<file path="config.mk">
export PLATFORM = sky130hd
export DESIGN_NAME = spec_load_check_table
export DESIGN_NICKNAME = d
export VERILOG_FILES = /design/src/rtl/slct_pkg.sv /design/src/rtl/slct_entries.sv /design/src/rtl/slct_ctl.sv /design/src/rtl/spec_load_check_table.sv
export SDC_FILE = /design/constraint.sdc
export NUM_CORES = 1
export LEC_CHECK = 0
export BUFFER_PORTS_ARGS = -buffer_cell sky130_fd_sc_hd__buf_2
export CELL_PAD_IN_SITES_DETAIL_PLACEMENT = 1
export CELL_PAD_IN_SITES_GLOBAL_PLACEMENT = 1
export CORE_UTILIZATION = 33
export DETAILED_ROUTE_END_ITERATION = 7
export GPL_ROUTABILITY_DRIVEN = 0
export GPL_TIMING_DRIVEN = 0
export PLACE_DENSITY = 0.6
export SLEW_MARGIN = 40
export SYNTH_ARGS = -nofsm -noshare
export SYNTH_HDL_FRONTEND = slang
export SYNTH_HIERARCHICAL = 1
export SYNTH_SLANG_ARGS = --single-unit
</file>
<file path="constraint.sdc">
create_clock -name clk -period 5.9 [get_ports clk]
set_input_delay 0.59 -clock clk [delete_from_list [all_inputs] [get_ports clk]]
set_output_delay 0.59 -clock clk [all_outputs]
set_load 0.005 [all_outputs]
</file>
<file path="src/rtl/slct_pkg.sv">
package slct_pkg;
  localparam int DEF_ENTRIES  = 8;
  localparam int DEF_TAG_W    = 7;
  localparam int DEF_ADDR_W   = 32;
  localparam int DEF_GRAN_LSB = 3;

  // Strobes from control to the entry store
  typedef struct packed {
    logic wrEn;       // write the one-hot selected entry
    logic stKillEn;   // clear entries matching the store granule
    logic chkKillEn;  // clear the entry matching the checked tag
  } tblCtl_t;
endpackage

</file>
<file path="src/rtl/slct_entries.sv">
module slct_entries
  import slct_pkg::*;
#(
  parameter int ENTRIES  = DEF_ENTRIES,
  parameter int TAG_W    = DEF_TAG_W,
  parameter int ADDR_W   = DEF_ADDR_W,
  parameter int GRAN_LSB = DEF_GRAN_LSB
) (
  input  logic               clk,
  input  logic               rstN,
  input  tblCtl_t            ctl,
  input  logic [ENTRIES-1:0] wrSel,
  input  logic [TAG_W-1:0]   ldTag,
  input  logic [ADDR_W-1:0]  ldAddr,
  input  logic [ADDR_W-1:0]  stAddr,
  input  logic [TAG_W-1:0]   chkTag,
  output logic [ENTRIES-1:0] validVec,
  output logic [ENTRIES-1:0] ldHitVec,
  output logic [ENTRIES-1:0] chkHitVec,
  output logic [ENTRIES-1:0] stHitVec
);
  localparam int GRAN_W = ADDR_W - GRAN_LSB;

  logic [GRAN_W-1:0] ldGran;
  logic [GRAN_W-1:0] stGran;
  logic              unusedLow;

  assign ldGran    = ldAddr[ADDR_W-1:GRAN_LSB];
  assign stGran    = stAddr[ADDR_W-1:GRAN_LSB];
  assign unusedLow = ^{ldAddr[GRAN_LSB-1:0], stAddr[GRAN_LSB-1:0]};

  for (genvar i = 0; i < ENTRIES; i++) begin : gEntry
    logic              validQ;
    logic [TAG_W-1:0]  tagQ;
    logic [GRAN_W-1:0] granQ;
    logic              killNow;

    assign validVec[i]  = validQ;
    assign ldHitVec[i]  = validQ && (tagQ == ldTag);
    assign chkHitVec[i] = validQ && (tagQ == chkTag);
    assign stHitVec[i]  = validQ && (granQ == stGran);
    assign killNow      = (ctl.stKillEn && stHitVec[i]) ||
                          (ctl.chkKillEn && chkHitVec[i]);

    always_ff @(posedge clk) begin
      if (!rstN) begin
        validQ <= 1'b0;
        tagQ   <= '0;
        granQ  <= '0;
      end else if (ctl.wrEn && wrSel[i]) begin
        validQ <= 1'b1;
        tagQ   <= ldTag;
        granQ  <= ldGran;
      end else if (killNow) begin
        validQ <= 1'b0;
      end
    end
  end
endmodule

</file>
<file path="src/rtl/slct_ctl.sv">
module slct_ctl
  import slct_pkg::*;
#(
  parameter int ENTRIES = DEF_ENTRIES
) (
  input  logic               clk,
  input  logic               rstN,
  input  logic               ldValid,
  input  logic               stValid,
  input  logic               chkValid,
  input  logic [ENTRIES-1:0] validVec,
  input  logic [ENTRIES-1:0] ldHitVec,
  input  logic [ENTRIES-1:0] chkHitVec,
  output tblCtl_t            ctl,
  output logic [ENTRIES-1:0] wrSel,
  output logic               chkPass,
  output logic               chkFail
);
  localparam int IDX_W = (ENTRIES > 1) ? $clog2(ENTRIES) : 1;
  localparam logic [IDX_W-1:0]   LAST_IDX = IDX_W'(ENTRIES - 1);
  localparam logic [ENTRIES-1:0] ONE_VEC  = ENTRIES'(1);

  logic [IDX_W-1:0]   rrPtr;
  logic [ENTRIES-1:0] freeVec;
  logic [ENTRIES-1:0] freeLow;
  logic [ENTRIES-1:0] victimSel;
  logic               tagHit;
  logic               anyFree;
  logic               doReplace;

  assign freeVec   = ~validVec;
  assign freeLow   = freeVec & (~freeVec + ONE_VEC);
  assign victimSel = ONE_VEC << rrPtr;
  assign tagHit    = |ldHitVec;
  assign anyFree   = |freeVec;
  assign doReplace = ldValid && !tagHit && !anyFree;

  always_comb begin
    if (tagHit)       wrSel = ldHitVec;
    else if (anyFree) wrSel = freeLow;
    else              wrSel = victimSel;
  end

  assign ctl.wrEn      = ldValid;
  assign ctl.stKillEn  = stValid;
  assign ctl.chkKillEn = chkValid;

  assign chkPass = chkValid && (|chkHitVec);
  assign chkFail = chkValid && !(|chkHitVec);

  always_ff @(posedge clk) begin
    if (!rstN)          rrPtr <= '0;
    else if (doReplace) rrPtr <= (rrPtr == LAST_IDX) ? '0 : rrPtr + 1'b1;
  end
endmodule

</file>
<file path="src/rtl/spec_load_check_table.sv">
module spec_load_check_table
  import slct_pkg::*;
#(
  parameter int ENTRIES  = DEF_ENTRIES,
  parameter int TAG_W    = DEF_TAG_W,
  parameter int ADDR_W   = DEF_ADDR_W,
  parameter int GRAN_LSB = DEF_GRAN_LSB
) (
  input  logic              clk,
  input  logic              rstN,
  input  logic              ldValid,
  input  logic [TAG_W-1:0]  ldTag,
  input  logic [ADDR_W-1:0] ldAddr,
  input  logic              stValid,
  input  logic [ADDR_W-1:0] stAddr,
  input  logic              chkValid,
  input  logic [TAG_W-1:0]  chkTag,
  output logic              chkPass,
  output logic              chkFail
);
  tblCtl_t            ctl;
  logic [ENTRIES-1:0] wrSel;
  logic [ENTRIES-1:0] validVec;
  logic [ENTRIES-1:0] ldHitVec;
  logic [ENTRIES-1:0] chkHitVec;
  logic [ENTRIES-1:0] stHitVec;

  slct_ctl #(.ENTRIES(ENTRIES)) uCtl (
    .clk(clk), .rstN(rstN),
    .ldValid(ldValid), .stValid(stValid), .chkValid(chkValid),
    .validVec(validVec), .ldHitVec(ldHitVec), .chkHitVec(chkHitVec),
    .ctl(ctl), .wrSel(wrSel), .chkPass(chkPass), .chkFail(chkFail)
  );

  slct_entries #(
    .ENTRIES(ENTRIES), .TAG_W(TAG_W), .ADDR_W(ADDR_W), .GRAN_LSB(GRAN_LSB)
  ) uEntries (
    .clk(clk), .rstN(rstN), .ctl(ctl), .wrSel(wrSel),
    .ldTag(ldTag), .ldAddr(ldAddr), .stAddr(stAddr), .chkTag(chkTag),
    .validVec(validVec), .ldHitVec(ldHitVec),
    .chkHitVec(chkHitVec), .stHitVec(stHitVec)
  );
endmodule

</file>
==> results of run 1 <==
==> state kept, by name (all words and copies together) (netlist names) <==
name / count
uCtl/rrPtr: 3
uEntries/gEntry.tagQ: 56
uEntries/gEntry.granQ: 232
uEntries/gEntry.validQ: 8
==> worst paths after layout <==
check	to	startpoint	slack [ns]	depth (start not counted)
min reg2reg	uEntries/gEntry[3].granQ[14]	uEntries/gEntry[3].granQ[14]	0.47	2
max	uEntries/gEntry[0].granQ[18]	ldTag[5]	1.36	14
min	uCtl/rrPtr[0]	rstN	0.34	3
max reg2reg	uEntries/gEntry[0].granQ[18]	uEntries/gEntry[5].validQ	2.14	11
==> critical path, cell delays in order <==
cell and delay [ns]:
sky130_fd_sc_hd__clkbuf_1 0.48, sky130_fd_sc_hd__buf_1 0.68, sky130_fd_sc_hd__xnor2_1 0.16, sky130_fd_sc_hd__nand4_1 0.11, sky130_fd_sc_hd__nor2_1 0.09, sky130_fd_sc_hd__or4_4 0.57, sky130_fd_sc_hd__nor3_4 0.33, sky130_fd_sc_hd__nand3_1 0.13
sky130_fd_sc_hd__nand2_1 0.12, sky130_fd_sc_hd__and2_1 0.13, sky130_fd_sc_hd__clkbuf_1 0.64, sky130_fd_sc_hd__buf_1 0.64, sky130_fd_sc_hd__nand2_1 0.11, sky130_fd_sc_hd__a21boi_0 0.20
==> layer usage <==
layer  global-route usage [%]  up-vias  routed length, um
met3                    3.876      110               3209
met5                        0        -                  0
li1                         -     6321                  -
met4                    12.83        0               3245
met2                    46.94      322              31850
met1                    34.51     6746              28750
==> where the power goes <==
part | internal [uW] | switching [uW]
Combinational | 172 | 347
Clock | 1400 | 953
Sequential | 2050 | 26.9
==> through the flow <==
stage,util (%),cells
CTS,38.00,2604
global placement,35.34,2539
detailed placement,35.39,2539
floorplan,-,1927
global route,38.01,2604
finish,38.01,2604
==> cell type report <==
cell class | instances | share of cell area, %
Multi-Input combinational cell | 1437 | 49.66
Tap cell | 607 | 4.265
Sequential cell | 299 | 33.61
Clock inverter | 8 | 0.7940
Timing Repair Buffer | 5 | 0.1405
Inverter | 10 | 0.2108
Buffer | 181 | 5.242
Clock buffer | 57 | 6.071
==> qor.csv, run 1 <==
stage,metric,value,unit
cells_and_area,fin_area,17810,um^2
run_status,result_of_the_run,finished with violations,
cells_and_area,post_route_cells_drive_above_1_share,6.710,%
cells_and_area,final_cell_mix,"sky130_fd_sc_hd__nand2_1 (604), sky130_fd_sc_hd__dfxtp_1 (299), sky130_fd_sc_hd__a21boi_0 (291)",
synth,syn-cell-area,15770,um^2
flow_run,cap_violations,0,
drt,drt_iter0_drcs,835,
floorplanning,fp.coreArea,46850,um^2
floorplanning,placement_rows,79,
cells_and_area,fillCellCount,5620,
clock_tree,cts-buffers-inserted,37,
sta,worst-slew-pin-transition,0.9323,ns
clock_tree,ctsLongestPathBuffers,3,
floorplanning,floorplan.die.width,220.6,um
sta,max_clock_freq,220.4,MHz
clock_tree,cts_post_setup_buffers_inserted,0,
clock_tree,clock_tree.root_cell,sky130_fd_sc_hd__clkbuf_16,
synth,postSynthAreaPerCell,8.184,um^2
critical_path,worst-endpoint-required,6.37,ns
sta,finalWorstPathRequiredPeriod,4.538,ns
cells_and_area,flow.area_growth_from_synthesis,12.91,%
sta,setup_viol,0,
drt,ant_nets,0,
floorplanning,io_pins,85,
sta,finClkSkew,0.02838,ns
critical_path,setup.worst_path.start_class,primary input,
sta,fin_hold_ws,0.3379,ns
clock_tree,clk_transition_reported_paths,0.06,ns
sta,fin_hold_viols,0,
sta,relSlewSlack,37.27,%
clock_tree,worstSkewPairLatency,0.57,ns
run_status,failed_checks,design-rule violations,
cells_and_area,multiInputGateArea,8843,um^2
floorplanning,initial_utilization,33.66,%
place,placement.cell_area,16580,um^2
cells_and_area,insertedDiodeCount,0,
global_routing,initial_antenna_violation_count,3,
critical_path,crit_path_end_kind,flop,
place,dpl_ws,0.8066,ns
critical_path,setup.worst_path.class,in -> reg,
worst_hold_path,hold_wc_path_type,in -> reg,
synth,syn_nets,2016,
drt,route.vias.total,13499,
drt,remaining_drc_errors,5,
cells_and_area,layout.cells.most_common,sky130_fd_sc_hd__nand2_1,
floorplanning,area_of_the_die,48670,um^2
synth,ys_warn_count,6,
critical_path,cp_max_fo,10,
synth,synthCells,1927,
drt,routed_via_density,5.184,
sta,grt_setup_unrepaired,no,
global_routing,globalRouteTotalUtil,27.66,%
clock_tree,ctsHtreeMaxLevel,2,
drt,drt-pass1-iter-count,7,
sta,final.setup.worst_slack,1.362,ns
drt,wirelength,67050,um
sta,timing.final.max_slew_violations,0,
clock_tree,postCtsHoldBufs,0,
place,dp_hpwl,49650,um
global_routing,first_global_vias,13676,
power_and_ir_drop,total_power,4944,uW
sta,timing.setup.tns,0,ns
power_and_ir_drop,pwr_density_cell,277.7,nW/um^2
global_routing,grt_remaining_overflow,0,
sta,share_of_the_clock_period_used_by_the_worst_path,76.92,%
global_routing,grt_first_pass_wirelength,94940,um
cells_and_area,design.final.nets,2060,
power_and_ir_drop,power_leakage,0.005646,uW
clock_tree,clock_sink_count,299,
place,io_buffer_count,5,
power_and_ir_drop,power.ir.vdd_worst,0.1582,mV
floorplanning,die_y,220.6,um
drt,route.detailed.wl_per_inst,25.75,um
clock_tree,cts_tree,done,
global_routing,grt_max_degree,12,
clock_tree,post_cts_resize_count,0,
critical_path,cp.arrival,5.01,ns
cells_and_area,seq_area,5986,um^2
Power figures use the tool's default switching activity.
==> run 2, diff against run 1 <==
--- a/config.mk
+++ b/config.mk
@@ -12,7 +12,7 @@
 export DETAILED_ROUTE_END_ITERATION = 7
 export GPL_ROUTABILITY_DRIVEN = 0
 export GPL_TIMING_DRIVEN = 0
-export PLACE_DENSITY = 0.6
+export PLACE_DENSITY = 0.62
 export SLEW_MARGIN = 40
 export SYNTH_ARGS = -nofsm -noshare
 export SYNTH_HDL_FRONTEND = slang
==> constraint.sdc (replaced) <==
create_clock -name clk -period 4 [get_ports clk]
set_input_delay 0.4 -clock clk [delete_from_list [all_inputs] [get_ports clk]]
set_output_delay 0.4 -clock clk [all_outputs]
set_load 0.005 [all_outputs]
==> run 2 against run 1 <==
Compared with the run above: the flow still finishes with violations (design-rule violations); register-to-register slack got worse by 1.7 ns; clock-buffer cell count shrank 3; cell area up 0.13%; cell count about the same; sequential power grew 47%; die area stayed put; clock power is 46% higher.
==> qor.csv, run 2 (synthesized netlist as in run 1, its figures left out) <==
stage,metric,value,unit
sta,max_clock_freq,261.3,MHz
global_routing,grt_max_degree,13,
sta,grt_setup_unrepaired,no,
power_and_ir_drop,pwr_density_cell,407.5,nW/um^2
flow_run,cap_violations,0,
global_routing,globalRouteTotalUtil,27.58,%
clock_tree,clock_sink_count,299,
global_routing,grt_first_pass_wirelength,94720,um
floorplanning,die_y,220.6,um
place,dp_hpwl,49020,um
floorplanning,area_of_the_die,48670,um^2
worst_hold_path,hold_wc_path_type,in -> reg,
drt,ant_nets,0,
power_and_ir_drop,power.switching_fraction,27.29,%
drt,route.vias.total,13639,
sta,finalWorstPathRequiredPeriod,3.827,ns
cells_and_area,post_route_cells_drive_above_1_share,7.820,%
power_and_ir_drop,power.ir.vdd_worst,0.2430,mV
clock_tree,worstSkewPairLatency,0.57,ns
sta,finClkSkew,0.02666,ns
power_and_ir_drop,total_power,7266,uW
critical_path,setup.worst_path.start_class,primary input,
global_routing,initial_antenna_violation_count,4,
floorplanning,io_pins,85,
power_and_ir_drop,internal_power,5283,uW
global_routing,grt_remaining_overflow,0,
clock_tree,clk_transition_reported_paths,0.06,ns
run_status,failed_checks,design-rule violations,
cells_and_area,layout.cells.most_common,sky130_fd_sc_hd__nand2_1,
sta,share_of_the_clock_period_used_by_the_worst_path,95.67,%
floorplanning,placement_rows,79,
sta,fin_hold_viols,0,
cells_and_area,flow.area_growth_from_synthesis,13.05,%
place,dpl_ws,-0.8553,ns
sta,relSlewSlack,41.96,%
power_and_ir_drop,clock_power_share,47.3,%
sta,timing.final.max_slew_violations,0,
power_and_ir_drop,power.sequential.fraction,42.1,%
sta,worst-slew-pin-transition,0.8627,ns
floorplanning,floorplan.die.width,220.6,um
cells_and_area,largest_registers,"uEntries/gEntry.granQ x232, uEntries/gEntry.tagQ x56, uEntries/gEntry.validQ x8",
drt,drt-pass1-iter-count,7,
cells_and_area,post_layout_nonfiller_instances,2603,
place,io_buffer_count,5,
critical_path,crit_path_end_kind,flop,
drt,drt_iter0_drcs,902,
clock_tree,cts-buffers-inserted,38,
power_and_ir_drop,netSwitchingPower,1983,uW
cells_and_area,design.final.nets,2059,
critical_path,worst-endpoint-required,4.46,ns
drt,routed_via_density,5.240,
clock_tree,postCtsHoldBufs,0,
drt,remaining_drc_errors,10,
clock_tree,ctsLongestPathBuffers,3,
clock_tree,clock_tree.root_cell,sky130_fd_sc_hd__clkbuf_16,
sta,fin_hold_ws,0.1576,ns
drt,wirelength,66440,um
sta,final.setup.worst_slack,0.1732,ns
critical_path,cp.arrival,4.28,ns
floorplanning,initial_utilization,33.66,%
cells_and_area,max_flop_register,uEntries/gEntry.granQ,
clock_tree,cts_tree,done,
cells_and_area,final_cell_mix,"sky130_fd_sc_hd__nand2_1 (604), sky130_fd_sc_hd__dfxtp_1 (299), sky130_fd_sc_hd__a21boi_0 (291)",
run_status,result_of_the_run,finished with violations,
sta,setup_viol,0,
clock_tree,ctsHtreeMaxLevel,2,
critical_path,cp_max_fo,10,
power_and_ir_drop,p_comb_share,10.6,%
floorplanning,fp.coreArea,46850,um^2
global_routing,first_global_vias,13939,
place,dpl.cell_count,2539,
cells_and_area,fin_util,38.05,%
power_and_ir_drop,power_leakage,0.005707,uW
cells_and_area,number_of_flip_flops_in_the_largest_register,232,
critical_path,setup.worst_path.class,in -> reg,
drt,route.detailed.wl_per_inst,25.52,um
==> run 2: critical path, cell delays in order <==
cell and delay [ns]:
sky130_fd_sc_hd__clkbuf_1 0.46, sky130_fd_sc_hd__clkbuf_2 0.46, sky130_fd_sc_hd__xnor2_1 0.12, sky130_fd_sc_hd__nand4_1 0.09, sky130_fd_sc_hd__nor2_1 0.10, sky130_fd_sc_hd__or4_4 0.58
sky130_fd_sc_hd__nor3_4 0.32, sky130_fd_sc_hd__nand3_1 0.12, sky130_fd_sc_hd__nand2_1 0.14, sky130_fd_sc_hd__and2_1 0.62, sky130_fd_sc_hd__buf_1 0.53, sky130_fd_sc_hd__nand2_1 0.11
sky130_fd_sc_hd__a21boi_0 0.22
==> run 2: stage by stage <==
stage / TNS (ns) / instance area, um^2
after floorplan: 0 / 15770
after global placement: -147.69 / 16560
after detailed placement: -135.40 / 16580
after CTS: 0 / 17820
after global routing: 0 / 17830
final: 0 / 17830
==> run 2: worst paths after layout <==
kind         slack, ns                    startpoint                            to  cells past startpoint
max reg2reg       0.48     uEntries/gEntry[5].validQ  uEntries/gEntry[0].granQ[25]                     10
min reg2reg       0.47  uEntries/gEntry[4].granQ[18]  uEntries/gEntry[4].granQ[18]                      2
max               0.17                      ldTag[4]  uEntries/gEntry[0].granQ[25]                     13
min               0.16                     ldAddr[3]   uEntries/gEntry[6].granQ[0]                      3
==> run 2: timing repair <==
action	in CTS	in global routing
setup buffers	0	0
setup endpoints to repair	118	91
gates resized for setup	7	12
==> run 2: cell type report <==
| type | instances | area (um^2) |
|---|---|---|
| plain buffers | 178 | 940.9 |
| inverters | 10 | 37.54 |
| well taps | 607 | 759.5 |
| clock buffers | 54 | 1111 |
| diodes | 1 | 2.502 |
| fillers | 5642 | 29020 |
| clock inverters | 11 | 112.6 |
| flip-flops and latches | 299 | 5986 |
| multi-input cells | 1437 | 8843 |
| repair buffers | 6 | 36.28 |
==> run 2: power groups by stage <==
stage	logic (uW)	registers [uW]	clock network (uW)
after global routing	804	3060	3600
after floorplan	464	3110	0
after detailed placement	758	3130	0
final	767	3060	3440
after global placement	747	3120	0
after CTS	763	3060	3500
==> run 2: metal layers <==
layer	wire length (um)	track usage (%)
met1	28140	34.10
met3	3247	3.299
met5	7	0
met2	32100	48.03
met4	2941	11.96
